`src/rtl/dbg_auth_pkg.sv`:
```
package dbg_auth_pkg;
    typedef enum logic [2:0] {
        ST_LOCKED = 3'd0,
        ST_PW_HI  = 3'd1,
        ST_HASH   = 3'd2,
        ST_CMP    = 3'd3,
        ST_CLEAR  = 3'd4,
        ST_OPEN   = 3'd5
    } auth_st_e;
endpackage

```
`src/rtl/dbg_auth_cmp.sv`:
```
// Selects one digest chunk and reports whether it differs from the expected one.
module dbg_auth_cmp #(
    parameter int DIG_W = 256,
    parameter int CMP_W = 64,
    localparam int N_CHUNK = DIG_W / CMP_W,
    localparam int IDX_W = (N_CHUNK > 1) ? $clog2(N_CHUNK) : 1
) (
    input  logic [DIG_W-1:0] digest,
    input  logic [DIG_W-1:0] expected,
    input  logic [IDX_W-1:0] idx,
    output logic             chunk_diff
);
    logic [CMP_W-1:0] xor_chunk [N_CHUNK];

    for (genvar g = 0; g < N_CHUNK; g++) begin : g_chunk
        assign xor_chunk[g] = digest[g*CMP_W +: CMP_W] ^ expected[g*CMP_W +: CMP_W];
    end

    assign chunk_diff = |xor_chunk[idx];
endmodule

```
`src/rtl/dbg_auth_port.sv`:
```
// Access gate: forwards requests when open, refuses them otherwise.
module dbg_auth_port #(
    parameter int ADDR_W = 7,
    parameter int DATA_W = 32
) (
    input  logic              open,
    input  logic              req_valid,
    input  logic              req_write,
    input  logic [ADDR_W-1:0] req_addr,
    input  logic [DATA_W-1:0] req_wdata,
    input  logic [DATA_W-1:0] down_rdata,
    output logic              rsp_valid,
    output logic              rsp_err,
    output logic [DATA_W-1:0] rsp_rdata,
    output logic              down_valid,
    output logic              down_write,
    output logic [ADDR_W-1:0] down_addr,
    output logic [DATA_W-1:0] down_wdata
);
    always_comb begin
        rsp_valid  = req_valid;
        rsp_err    = req_valid && !open;
        down_valid = req_valid && open;
        down_write = open ? req_write : 1'b0;
        down_addr  = open ? req_addr  : '0;
        down_wdata = open ? req_wdata : '0;
        rsp_rdata  = (req_valid && open) ? down_rdata : '0;
    end
endmodule

```
`src/rtl/dbg_auth_gate.sv`:
```
module dbg_auth_gate
    import dbg_auth_pkg::*;
#(
    parameter int BEAT_W = 32,
    parameter int DIG_W  = 256,
    parameter int CMP_W  = 64,
    parameter int ADDR_W = 7,
    parameter int DATA_W = 32,
    parameter int FAIL_W = 3,
    parameter logic [DIG_W-1:0] EXP_DIGEST = '0
) (
    input  logic                clk,
    input  logic                rst_n,
    input  logic                fuse_blown,
    input  logic                relock,
    input  logic                pw_valid,
    input  logic [BEAT_W-1:0]   pw_data,
    output logic                hash_start,
    output logic [2*BEAT_W-1:0] hash_msg,
    input  logic                hash_done,
    input  logic [DIG_W-1:0]    hash_digest,
    output logic                secret_clear,
    output logic                auth_fail,
    input  logic                req_valid,
    input  logic                req_write,
    input  logic [ADDR_W-1:0]   req_addr,
    input  logic [DATA_W-1:0]   req_wdata,
    output logic                rsp_valid,
    output logic                rsp_err,
    output logic [DATA_W-1:0]   rsp_rdata,
    output logic                down_valid,
    output logic                down_write,
    output logic [ADDR_W-1:0]   down_addr,
    output logic [DATA_W-1:0]   down_wdata,
    input  logic [DATA_W-1:0]   down_rdata
);
    localparam int N_CHUNK  = DIG_W / CMP_W;
    localparam int IDX_W    = (N_CHUNK > 1) ? $clog2(N_CHUNK) : 1;
    localparam int PW_W     = 2 * BEAT_W;
    localparam logic [FAIL_W-1:0] FAIL_MAX = '1;
    localparam logic [IDX_W-1:0]  IDX_LAST = IDX_W'(N_CHUNK - 1);

    typedef struct packed {
        auth_st_e          st;
        logic [PW_W-1:0]   msg;
        logic [DIG_W-1:0]  dig;
        logic [IDX_W-1:0]  idx;
        logic              diff;
        logic [FAIL_W-1:0] fails;
        logic              start;
        logic              fail_p;
    } gate_regs_t;

    gate_regs_t r_d, r_q;
    auth_st_e   state_q;
    logic       chunk_diff;
    logic       lockout;
    logic       open;

    dbg_auth_cmp #(.DIG_W(DIG_W), .CMP_W(CMP_W)) u_cmp (
        .digest     (r_q.dig),
        .expected   (EXP_DIGEST),
        .idx        (r_q.idx),
        .chunk_diff (chunk_diff)
    );

    assign lockout = (r_q.fails == FAIL_MAX);

    always_comb begin
        r_d        = r_q;
        r_d.start  = 1'b0;
        r_d.fail_p = 1'b0;
        unique case (r_q.st)
            ST_LOCKED: begin
                if (pw_valid && !lockout) begin
                    r_d.msg[BEAT_W-1:0] = pw_data;
                    r_d.st              = ST_PW_HI;
                end
            end
            ST_PW_HI: begin
                if (pw_valid) begin
                    r_d.msg[PW_W-1:BEAT_W] = pw_data;
                    r_d.start              = 1'b1;
                    r_d.st                 = ST_HASH;
                end
            end
            ST_HASH: begin
                if (hash_done) begin
                    r_d.dig  = hash_digest;
                    r_d.idx  = '0;
                    r_d.diff = 1'b0;
                    r_d.st   = ST_CMP;
                end
            end
            ST_CMP: begin
                // every chunk is visited; the verdict waits for the last one
                r_d.diff = r_q.diff | chunk_diff;
                r_d.idx  = r_q.idx + 1'b1;
                if (r_q.idx == IDX_LAST) begin
                    if (r_d.diff) begin
                        r_d.st     = ST_LOCKED;
                        r_d.fail_p = 1'b1;
                        if (!lockout) r_d.fails = r_q.fails + 1'b1;
                    end else begin
                        r_d.st = ST_CLEAR;
                    end
                end
            end
            ST_CLEAR: r_d.st = ST_OPEN;
            ST_OPEN:  r_d.st = ST_OPEN;
            default:  r_d.st = ST_LOCKED;
        endcase
        if (relock || fuse_blown) begin
            r_d.st    = ST_LOCKED;
            r_d.start = 1'b0;
        end
    end

    always_ff @(posedge clk or negedge rst_n) begin
        if (!rst_n) begin
            r_q <= '0;
        end else begin
            r_q <= r_d;
        end
    end

    assign state_q      = r_q.st;
    assign hash_start   = r_q.start;
    assign hash_msg     = r_q.msg;
    assign secret_clear = (r_q.st == ST_CLEAR);
    assign auth_fail    = r_q.fail_p;
    assign open         = (r_q.st == ST_OPEN) && !fuse_blown;

    dbg_auth_port #(.ADDR_W(ADDR_W), .DATA_W(DATA_W)) u_port (
        .open       (open),
        .req_valid  (req_valid),
        .req_write  (req_write),
        .req_addr   (req_addr),
        .req_wdata  (req_wdata),
        .down_rdata (down_rdata),
        .rsp_valid  (rsp_valid),
        .rsp_err    (rsp_err),
        .rsp_rdata  (rsp_rdata),
        .down_valid (down_valid),
        .down_write (down_write),
        .down_addr  (down_addr),
        .down_wdata (down_wdata)
    );
endmodule

```
`config.mk`:
```
export PLATFORM = sky130hd
export DESIGN_NAME = dbg_auth_gate
export DESIGN_NICKNAME = d
export VERILOG_FILES = /design/src/rtl/dbg_auth_pkg.sv /design/src/rtl/dbg_auth_cmp.sv /design/src/rtl/dbg_auth_port.sv /design/src/rtl/dbg_auth_gate.sv
export SDC_FILE = /design/constraint.sdc
export NUM_CORES = 1
export LEC_CHECK = 0
export BUFFER_PORTS_ARGS = -buffer_cell sky130_fd_sc_hd__clkbuf_2
export CAP_MARGIN = 20
export CORE_MARGIN = 1.5
export CORE_UTILIZATION = 30
export CTS_CLUSTER_DIAMETER = 40
export DETAILED_ROUTE_END_ITERATION = 16
export SYNTH_ARGS = -nofsm -noshare
export SYNTH_HDL_FRONTEND = slang
export SYNTH_SLANG_ARGS = --single-unit
export TNS_END_PERCENT = 30
```
`constraint.sdc`:
```
create_clock -name clk -period 2.2 [get_ports clk]
set_input_delay 0.11 -clock clk [delete_from_list [all_inputs] [get_ports clk]]
set_output_delay 0.11 -clock clk [all_outputs]
set_load 0.01 [all_outputs]
```
After elaboration in Yosys (flattened, before gate mapping)
Cells that the tools add are included.

operators by class
  $add $sub $neg = 2
  order comparisons = 1
  eq/ne operators = 12
  muxes and demuxes = 22
  bitwise logic cells = 3
  reduce and logical (&&, ||, !) cells = 18

operators with widths
  operator             number
  $bmux 64 s2          1
  $mux 64              2
  $mux 32              2
  $reduce_or 64->1     1
  $mux 35              1
  $mux 3               6
  $pmux 3 s5           1
  $ne 3x3->1 const B   4
  $eq 3x3->1 const B   3
  $reduce_and 2->1     4
  $reduce_and 4->1     2
  $mux 1               7
  $mux 7               1
  $eq 3x2->1 const B   2
  $pmux 3 s2           1
  $logic_and 1x1->1    4
  $add 3x1->3 const B  1
  $eq 3x1->1 const B   1
  $ge 3x3->1 const B   1
  $logic_not 1->1      3
  $logic_not 3->1      1
  $not 2->3            1
  $add 2x1->2 const B  1
  $eq 2x2->1 const B   1
  other kinds (6)      6

storage, ports and cells
  register bits = 331
  bits of input ports = 367
  output and inout bits = 142
  logic and storage cells = 67

Depth between registers and ports, before layout
  word-level depth = 10
  depth in mapped cells = 7
  mapped depth without buffers = 6

Hierarchy
From an unflattened synthesis, not the netlist that was laid out.

second synthesis, totals
  cell total of the unflattened synthesis = 1235
  area total of the unflattened synthesis = 17425.5 um2

modules (own cells, without submodules)
  module         instances  cells each  area each (um2)  seq. area each (um2)
  dbg_auth_gate  1          795         14019.7          8282.9
  dbg_auth_cmp   1          354         2852.7           0.0
  dbg_auth_port  1          86          553.0            0.0

Worst setup path before layout
No wires, ideal clock.

  path kind = register to register
  start point = reg r_q[2] in the netlist's numbering
  end point = reg r_q (netlist bit hash_msg[10])
  library setup time = 125 ps
  data arrival time = 1858 ps
  data required time = 2075 ps
  setup slack = 218 ps
  stages on the path, launching flop included = 8
  path buffers = 2
  clock period less this slack = 1982 ps
  cell sequence = dfrtp_1 > ha_1 > ha_1 > clkbuf_1 > nor3_1 > nand2_1 > buf_1 > mux2_2

on the way
  longest elaborated chain between the ends = 4

ends and longest elaborated chain
  what                        RTL line              text
  start, declared             dbg_auth_gate.sv:54   gate_regs_t r_d, r_q;
  start signal, assigned      dbg_auth_gate.sv:123  r_q <= r_d;
  $eq 3x3->1                  dbg_auth_gate.sv:67   assign lockout = (r_q.fails == FAIL_MAX);
  $logic_not 1->1             -
  $logic_and 1x1->1           dbg_auth_gate.sv:75   if (pw_valid && !lockout) begin
  $reduce_and 2->1 (no line)  -

Every way passes these cells.
A chain may end at the register's enable or synchronous reset.

Worst setup path after layout
  start point = reg r_q (netlist bit state_q[1])
  end point = out rsp_rdata[18]

on the way
  longest elaborated chain between the ends = 4

ends and longest elaborated chain
  what               RTL line              text
  $eq 3x3->1         dbg_auth_gate.sv:132  assign open = (r_q.st == ST_OPEN) && !fuse_blown;
  $logic_and 1x1->1  dbg_auth_gate.sv:132
  $logic_and 1x1->1  dbg_auth_port.sv:27   rsp_rdata = (req_valid && open) ? down_rdata : '0;
  $mux 32            dbg_auth_port.sv:27
  end, declared      dbg_auth_gate.sv:30   output logic [DATA_W-1:0] rsp_rdata,

Every way passes these cells.

==> metrics.md <==
| Metric | Value |
|---|---|
| Status | `complete, but fails checks` |
| Failing checks | `negative setup slack` |
| Setup WS post-layout | `-14.0 ps` |
| Worst-case clock buffer depth | `3` |
| Worst setup EP type | `output port` |
| Count leader, synth | `dfrtp_1` |
| Drt total wl | `47200 µm` |
| Worst Path Required | `2090 ps` |
| Clk Latency, worst-skew pair | `600 ps` |
| Worst-path clk slew | `50 ps` |
| Via count | `11.3k` |
| Iter 0 DRT Violations | `402` |
| WP data arrival | `2100 ps` |
| Top cells by instance count after synthesis | `dfrtp_1, mux2_2, buf_4` |
| Final min period | `2210 ps` |
| Root buffer cell | `clkbuf_16` |
| Maximum vdd drop | `0.845 mV` |
| First-pass GRT wire length | `68900 µm` |
| Largest net degree at the start of global routing | `76` |
| Crit-path max cell delay | `400 ps` |
| Vias in the first global route | `12.5k` |
| # clock sinks | `331` |
| Post-route ant nets | `0` |
| Io pins | `509` |
| Startpoint types | `flip-flop` |
| Synthesized cell area | `14100 µm²` |
| Placer Congestion | `0.842` |
| Final Cell Area | `22900 µm²` |
| Critical path class | `reg -> out` |
| Hold Vio Cnt, Final | `0` |
| Fillers | `3941` |
| # H-tree levels | `2` |
| Top cell type's share of synthesized area | `0.585` |
| Die area | `48500 µm²` |
| Setup TNS | `-61.4 ps` |
| Synth area leader | `dfrtp_1` |
| Clock Skew | `19.8 ps` |
| Least-Margin Pin Slew | `665 ps` |
| Port Buf Inserts | `508` |
| Most frequent CP cell | `buf_12` |
| Leak | `11.2 nW` |
| Period utilisation layout | `1.01` |
| Highest Clock Rate | `0.452 GHz` |
| Top cells by area, synth | `dfrtp_1, mux2_2, buf_4, nor4_1, and2_1` |
| Async S/R FF share, synth | `1.00` |
| CP max stage cell | `dfrtp_2` |
| CP Cell Sequence | `nand2b_4, nor3b_4, buf_12, buf_12, and3_4, clkbuf_2` |
| Area of the core | `46600 µm²` |
| TritonRoute pass-1 iters | `4` |
| Avg Cell Area, Syn | `14.0 µm²` |
| Die H | `220 µm` |
| Vias per cell | `4.60` |
| GRT Overall Usage | `0.188` |
| Nets@finish | `2172` |
| Syn_nets | `1378` |
| Mapped Cells | `1008` |
| Total power | `19.9 mW` |
| Non-Filler Instances | `2461` |
| Register area share after synthesis | `0.585` |
| Crit-path max FO | `5` |
| Starting Density | `0.304` |
| Horiz. Die Dim | `220 µm` |
| Remaining global-route overflow | `0` |
| CTS tree | `yes` |
| Max cap viols | `0` |
| Inst Count DP | `2050` |
| Unrepaired setup endpoints after global routing | `true` |
| Synth Flop Type | `dfrtp_1` |
| Num CTS Buffers | `54` |
| WL/cell | `19.2 µm` |
| Final HPWL DP | `32700 µm` |
| Seq cells post-synth | `331` |
| Post-synth cell types | `40` |
| Rows | `79` |
| Area post-placement | `17200 µm²` |
| Initial antenna violation count | `8` |
| Area growth syn-to-layout | `61.8%` |
| Residual DRC | `0` |
| Slew headroom | `0.557` |
| Setup-failing EPs final | `10` |
| Post-synth EDFFs | `0` |
| Hold/Removal Path Class | `in -> async` |
| Ys Warns | `0` |
| Layout cell share with drive strength beyond 1 | `0.561` |
| Fin. max-slew vios | `0` |
| Pwr dens | `869 nW/µm²` |
## state kept, by name (all words and copies together), names as in the netlist
signal	cells
r_q	262
hash_msg	64
state_q	3
auth_fail	1
hash_start	1
## per-layer routing
| metal | share of wire | up-vias | track usage |
|---|---|---|---|
| met3 | 0.054 | 129 | 0.0407 |
| met4 | 0.068 | 0 | 0.111 |
| met2 | 0.53 | 440 | 0.351 |
| met1 | 0.35 | 5558 | 0.191 |
| met5 | 0 | - | 0 |
| li1 | - | 5191 | - |
## cell type report
cell class / instances / area [µm²] / area share
well taps: 607 / 759 / 0.0332
repair buffers: 853 / 6490 / 0.284
multi-input cells: 558 / 5370 / 0.234
inverters: 4 / 15.0 / 0.000656
clock buffers: 63 / 1430 / 0.0623
flip-flops and latches: 331 / 8290 / 0.362
diodes: 8 / 20.0 / 0.000875
clock inverters: 37 / 529 / 0.0231
## critical path: cells and delay by family (launching register included)
kind          cells  cell delay, ps
simple gates      3             620
flops             1             400
buf+inv           3             470
## final timing paths
check / startpoint / to / slack, ps / cells after the start
max reg2reg: r_q[6] / state_q[2] / 80 / 7
min in group clk: hash_digest[164] / r_q[172] / 280 / 3
max: state_q[1] / rsp_rdata[18] / -10 / 6
min: rst_n / r_q[183] / 20 / 2
min reg2reg: hash_msg[20] / hash_msg[20] / 500 / 1
max in group asynchronous: rst_n / state_q[2] / 1410 / 3
## placed cells by master, fill, tap and decap left out, types with 4 or more instances in the layout
cell	count
clkinv_2	6
and3_1	6
or3_1	4
mux2_2	320
dlygate4sd3_1	293
clkbuf_2	447
bufinv_16	9
nor4_1	48
inv_6	12
and2_4	9
clkbuf_16	59
diode_2	8
nor3_1	8
buf_12	16
inv_1	4
clkbuf_8	4
and2_1	32
buf_6	25
nand2_1	11
nor4_2	7
and3_4	27
buf_2	22
buf_8	14
nand3_1	11
buf_4	28
dfrtp_1	329
o21ai_0	5
nor2_1	13
clkbuf_1	5
nand4_1	12
a21oi_1	6
## kinds of logic after synthesis
kind of cell	count (synthesis)	share of synthesized area
AOI/OAI and AO/OA	26	0.0145
adders and majority gates	3	0.00265
buffers and inverters	119	0.0516
DFF	331	0.585
muxes	320	0.255
and+or+nand+nor	209	0.0911
## power breakdown
group          leakage, nW  internal [mW]  switching [mW]  total (mW)
clock network        0.953           5.80            3.20        9.00
registers             4.30           7.16           0.617        7.78
logic                 5.95           1.86            1.26        3.12
total                 11.2           14.8            5.07        19.9
## timing repair
item                                    in CTS  in global routing
resized for setup                           51                121
buffers inserted                             4                  2
endpoints found under the setup margin      75                106
hold endpoints to repair                   657                  0
hold buffers                               293                  0
gates cloned                                 3                  6
pin swaps                                    7                 27
## per-stage QoR
step | util | hold slack, ps | setup slack [ps]
6_report | 0.492 | 15.8 | -14.0
5_1_grt | 0.492 | 38.2 | -109
3_5_place_dp | 0.370 | 45.4 | -88.6
4_1_cts | 0.482 | 1.34 | -113
3_3_place_gp | 0.370 | 46.6 | -137
2_1_floorplan | - | -186 | 218
Power figures use the tool's default switching activity.
